--- src/rtl/ramp_gain.sv ---
module ramp_gain #(
  parameter int DW         = 24,
  parameter int GW         = 9,
  parameter int FRAC       = 7,
  parameter int RESET_GAIN = 127
) (
  input  logic          clk,
  input  logic          rst_n,
  input  logic          in_valid,
  input  logic [DW-1:0] in_sample,
  input  logic          tgt_wr,
  input  logic [GW-1:0] tgt_code,
  input  logic          mute,
  output logic          out_valid,
  output logic [DW-1:0] out_sample,
  output logic          gain_settled
);
  localparam int PW = DW + GW + 1;
  localparam logic [GW-1:0] GMAX = GW'(2 << FRAC);
  localparam logic signed [PW-1:0] SMAX = PW'((64'sd1 <<< (DW-1)) - 1);
  localparam logic signed [PW-1:0] SMIN = -PW'(64'sd1 <<< (DW-1));
  localparam logic signed [PW-1:0] HALF = PW'(1 << (FRAC-1));

  logic [GW-1:0] gain_q, tgt_q, dest;
  logic signed [PW-1:0] prod, rnd, shf;
  logic [DW-1:0] sat;

  assign dest = mute ? '0 : tgt_q;
  assign gain_settled = (gain_q == dest);

  assign prod = PW'($signed(in_sample)) * $signed({1'b0, gain_q});
  assign rnd  = prod + HALF;
  assign shf  = rnd >>> FRAC;
  assign sat  = (shf > SMAX) ? SMAX[DW-1:0] :
                (shf < SMIN) ? SMIN[DW-1:0] : shf[DW-1:0];

  always_ff @(posedge clk) begin
    if (!rst_n) begin
      gain_q    <= GW'(RESET_GAIN);
      tgt_q     <= GW'(RESET_GAIN);
      out_valid <= 1'b0;
      out_sample <= '0;
    end else begin
      out_valid <= in_valid;
      if (in_valid) begin
        out_sample <= sat;
        if (gain_q < dest)      gain_q <= gain_q + 1'b1;
        else if (gain_q > dest) gain_q <= gain_q - 1'b1;
      end
      if (tgt_wr) tgt_q <= (tgt_code > GMAX) ? GMAX : tgt_code;
    end
  end

  AST_GAIN_RANGE: assert property (@(posedge clk) disable iff (!rst_n)
    gain_q <= GMAX && tgt_q <= GMAX);
  AST_HOLD_IDLE: assert property (@(posedge clk) disable iff (!rst_n)
    !in_valid |=> $stable(gain_q));
  AST_STEP_UP: assert property (@(posedge clk) disable iff (!rst_n)
    (in_valid && gain_q < dest) |=> gain_q == $past(gain_q) + 1'b1);
  AST_MUTE_FALL: assert property (@(posedge clk) disable iff (!rst_n)
    (in_valid && mute && gain_q != '0) |=> gain_q == $past(gain_q) - 1'b1);
  AST_MUTE_FLOOR: assert property (@(posedge clk) disable iff (!rst_n)
    (mute && gain_q == '0) |=> gain_q == '0);
  AST_VALID_LAT: assert property (@(posedge clk) disable iff (!rst_n)
    in_valid |=> out_valid);
  AST_VALID_IDLE: assert property (@(posedge clk) disable iff (!rst_n)
    !in_valid |=> !out_valid);
endmodule

--- config.mk ---
export PLATFORM = sky130hd
export DESIGN_NAME = ramp_gain
export DESIGN_NICKNAME = d
export VERILOG_FILES = /design/src/rtl/ramp_gain.sv
export SDC_FILE = /design/constraint.sdc
export NUM_CORES = 1
export LEC_CHECK = 0
export BUFFER_PORTS_ARGS = -buffer_cell sky130_fd_sc_hd__buf_2
export CAP_MARGIN = 30
export CORE_MARGIN = 2
export CORE_UTILIZATION = 53
export CTS_BUF_LIST = sky130_fd_sc_hd__clkbuf_8 sky130_fd_sc_hd__clkbuf_16
export CTS_CLUSTER_SIZE = 16
export DETAILED_ROUTE_END_ITERATION = 7
export GPL_TIMING_DRIVEN = 0
export PLACE_DENSITY_LB_ADDON = 0.05
export SYNTH_ARGS = -nofsm -noshare
export SYNTH_HDL_FRONTEND = slang
export SYNTH_SLANG_ARGS = --single-unit
--- constraint.sdc ---
create_clock -name clk -period 17.15 [get_ports clk]
set_clock_uncertainty 0.15 [all_clocks]
set_input_delay 5.145 -clock clk [delete_from_list [all_inputs] [get_ports clk]]
set_output_delay 5.145 -clock clk [all_outputs]
set_load 0.03 [all_outputs]
## After elaboration in Yosys (flattened, before gate mapping)

Index checks and enable logic that the tools add are counted.

- Bits in registers: 43
- Input bits: 38
- Logic and storage cells: 22

- Add/sub/neg operators: 3
- Multiply operators: 1
- Magnitude comparators: 5
- Equality and inequality tests: 1
- Mux-type cells: 6
- Reduce and logical (&&, ||, !) cells: 2

Operators by type and width:

| operator | number |
|---|---|
| 24-bit two-way mux | 2 |
| 9-bit two-way mux | 4 |
| 34-bit by 8-bit adder with 34-bit output, second input constant | 1 |
| 24-bit by 10-bit multiplier with 34-bit output | 1 |
| 27-bit by 24-bit > comparator with 1-bit output, second input constant | 1 |
| 27-bit by 24-bit less-than comparator with 1-bit output, second input constant | 1 |
| 9-bit by 1-bit adder with 9-bit output, second input constant | 1 |
| 9-bit == test | 1 |
| 9-bit > comparator | 1 |
| 9-bit > comparator, second input constant | 1 |
| 9-bit less-than comparator | 1 |
| 9-bit by 1-bit subtractor with 9-bit output, second input constant | 1 |
| 2-bit AND reduction | 1 |
| 2-bit nonzero test | 1 |

## Logic depth before layout (Yosys ltp)

- Word-level depth: 5
- Depth in mapped cells: 23

## Worst setup path before layout

OpenSTA, ideal clock, no wires.

- Kind: input-to-output
- Start: input port mute
- End: output port gain_settled
- Data arrival time: 6.394 ns
- Required time: 11.855 ns
- Path slack: 5.461 ns
- Cell stages on the path: 4
- Path buffers: 0
- Cells stage by stage: nand2b_1 ha_1 nand4_1 nor3_1

- Cells in the longest elaborated chain, start to end: 2

Ends and longest elaborated chain:

| item | RTL line | source |
|---|---|---|
| from (decl) | 13 | `input logic mute,` |
| 9-bit two-way mux | 28 | `assign dest = mute ? '0 : tgt_q;` |
| 9-bit == test | 29 | `assign gain_settled = (gain_q == dest);` |
| to (decl) | 16 | `output logic gain_settled` |

No other way between the ends.

## Final worst setup path

Same ends and word-level chain as after synthesis.

==> results.py <==
metrics = {
    "outcome": {
        "outcome": "completed",
    },
    "clocking": {
        "cts_buffers": 5,
        "cts_setup_buffers": 0,
        "clk_latency_ns": 0.28,
        "cts_sinks": 43,
        "clk_path_buf_depth": 2,
        "cts_tree": "built",
        "h-tree-depth": 2,
        "cts_resized": 0,
        "cts.clk_slew.worst_paths_ns": 0.06,
        "cts_hold_buf": 0,
        "clockRootBuffer": "clkbuf_16",
    },
    "sta": {
        "setup_viol_count_final": 0,
        "max_slew.worst_pin.slew_ns": 0.834,
        "fmax_ghz": 0.0853,
        "maxSlewViolCount": 0,
        "hold_violations": 0,
        "fin_crit_ns": 11.72,
        "period_share": 0.684,
        "setup-tns-final_ns": 0,
        "hold_slack_ns": 0.346,
        "max-slew-margin-rel": 0.444,
        "rsz0062_at_grt": "no",
    },
    "logic_synthesis": {
        "synth_edf_count": 0,
        "yosys.area.top_type": "fa_1",
        "ys_warn_count": 0,
        "synth_compound_area_frac": 0.128,
        "syn_avg_cell_area_sq_um": 8.58,
        "synth_top_family_by_area": "adder cells",
        "synth_fa_ha_area_frac": 0.484,
        "syn_inst": 1206,
        "seq_area_frac_synth": 0.0832,
        "syn_nets": 1537,
        "synth_seq_cells": 43,
        "synth_mux_area_frac": 0.00290,
        "synth_area_leaders": "fa_1, ha_1, inv_1",
        "ys_types": 59,
        "netlist_area_sq_mm": 0.0103,
        "synth_top_area_share": 0.346,
        "yosysMostFrequentCell": "inv_1",
        "synthSimpleGateAreaFrac": 0.163,
        "ys_async_sr_fraction": 0,
        "netlist_top_cells_count": "inv_1, fa_1, nand2_1",
        "synth_xor_xnor_area_share": 0.0288,
        "synth_ff_type": "dfxtp_1",
    },
    "routing": {
        "routed_wl_mm": 25.8,
        "dr.pass1.iters": 5,
        "wl_per_cell_um": 16.9,
        "routed-via-count": 8160,
        "drt_iter0_drc": 293,
        "vias_per_cell": 5.34,
        "ant_nets": 0,
        "drc": 0,
    },
    "worst_setup_path": {
        "cpPeakStageDelay_ns": 0.32,
        "critPathRequiredTime_ns": 11.85,
        "worstSetupPathType": "in -> out",
        "worstPathArrival_ns": 6.43,
        "crit_chain": "buf_2 -> nand2b_1 -> ha_1 -> nand4_1 -> nor3_1 -> buf_2",
        "cp_max_fo": 9,
        "r2r_end": "out_sample[19]",
        "startpoint_type": "primary input",
        "cp_slowest_cell": "nor3_1",
        "crit_buf_inv": 2,
        "reg2reg_slack_ns": 9.72,
        "cp_top_family": "simple AND/OR/NAND/NOR gates",
        "rr_startpoint": "gain_q[1]",
        "critical_path.most_common_cell": "buf_2",
        "worstSetupEndpointType": "output pin",
        "reg2reg_depth": 23,
    },
    "final_layout": {
        "area_growth_syn_to_layout_pct": 7.11,
        "nNetsFinal": 1593,
        "multi_input_area_sq_mm": 0.00835,
        "fin_cells": 1527,
        "nFillCells": 1878,
        "drive_above_1_share": 0.0594,
        "diodes": 0,
        "register_area_sq_um": 861,
    },
    "grt": {
        "busiest_layer": "met2",
        "grt_pass1_vias": 8553,
        "antenna_found_initial": 0,
        "grt_pass1_wl_mm": 43.3,
        "grtUsageTotal": 0.268,
        "grt_max_degree": 13,
        "met2_usage": 0.491,
        "gr-total-overflow": 0,
        "grt_util_met3": 0.0233,
        "grt_use_met1": 0.353,
    },
    "die": {
        "die_area_sq_mm": 0.0207,
        "ios": 64,
        "dieWidth_um": 144,
        "die_y_um": 144,
        "initial_core_util": 0.535,
        "rows": 51,
        "core-area_sq_mm": 0.0193,
    },
    "place": {
        "dpl.cell_count": 1520,
        "io_buffers": 49,
        "dp_hpwl_mm": 21.3,
        "globalplace.congestion": 0.852,
    },
    "hold_path": {
        "hp-start": "tgt_q[0]",
        "worstHoldEndpoint": "tgt_q[0]",
        "whs_path_depth": 1,
        "hold_class": "reg -> reg",
    },
    "job": {
        "drv_cap": 0,
    },
}
==> routing by layer <==
layer | up-vias | routed length [um]
met5 | - | 0
met4 | 0 | 339
met3 | 20 | 742
met2 | 114 | 13300
met1 | 4116 | 11400
li1 | 3910 | -
==> cell usage in the layout, fill, tap and decap left out, drive strengths merged, types with 9 or more instances in the layout <==
cell type  instances
fa               179
ha               114
nand2b            13
o21ai             67
clkbuf            46
xor2              11
dfxtp             43
a211oi             9
nand3             13
nor3              11
inv              240
a21o              19
nor2              24
a21oi             59
xnor2             23
buf               61
nand2            136
and3               9
and2             106
==> cell families after synthesis <==
| logic type | count (synthesis) |
|---|---|
| AND/OR/NAND/NOR | 334 |
| adder cells (fa/ha/maj) | 293 |
| buffers and inverters | 292 |
| AO/OA/AOI/OAI | 207 |
| flip-flops | 43 |
| XOR/XNOR | 34 |
| multiplexers | 3 |
==> how the worst max path moves through the flow <==
stage,end,depth (start not counted),startpoint
floorplan,gain_settled,4,mute
global placement,gain_settled,6,mute
detailed placement,gain_settled,6,mute
CTS,gain_settled,6,mute
global route,gain_settled,6,mute
finish,gain_settled,6,mute
==> cell type report <==
type	instances	area share
Multi-Input combinational cell	871	0.753
Inverter	239	0.0810
Sequential cell	43	0.0777
Tap cell	265	0.0299
Timing Repair Buffer	49	0.0221
Buffer	53	0.0217
Clock buffer	5	0.0113
Clock inverter	2	0.00305
==> registers in the layout (all words and copies together) (netlist names) <==
signal / flops
gain_q: 9
out_sample: 24
out_valid: 1
tgt_q: 9
==> through the flow <==
stage	setup WS (ns)	util	cell area, sq um
floorplan	5.46	-	10300
global placement	5.39	0.565	10900
detailed placement	5.39	0.565	10900
CTS	5.38	0.573	11100
global route	5.27	0.573	11100
finish	5.43	0.573	11100
Power is left out: the tool's default activity adds up to more than one toggle a clock period on the data nets, which glitch-free logic cannot reach.
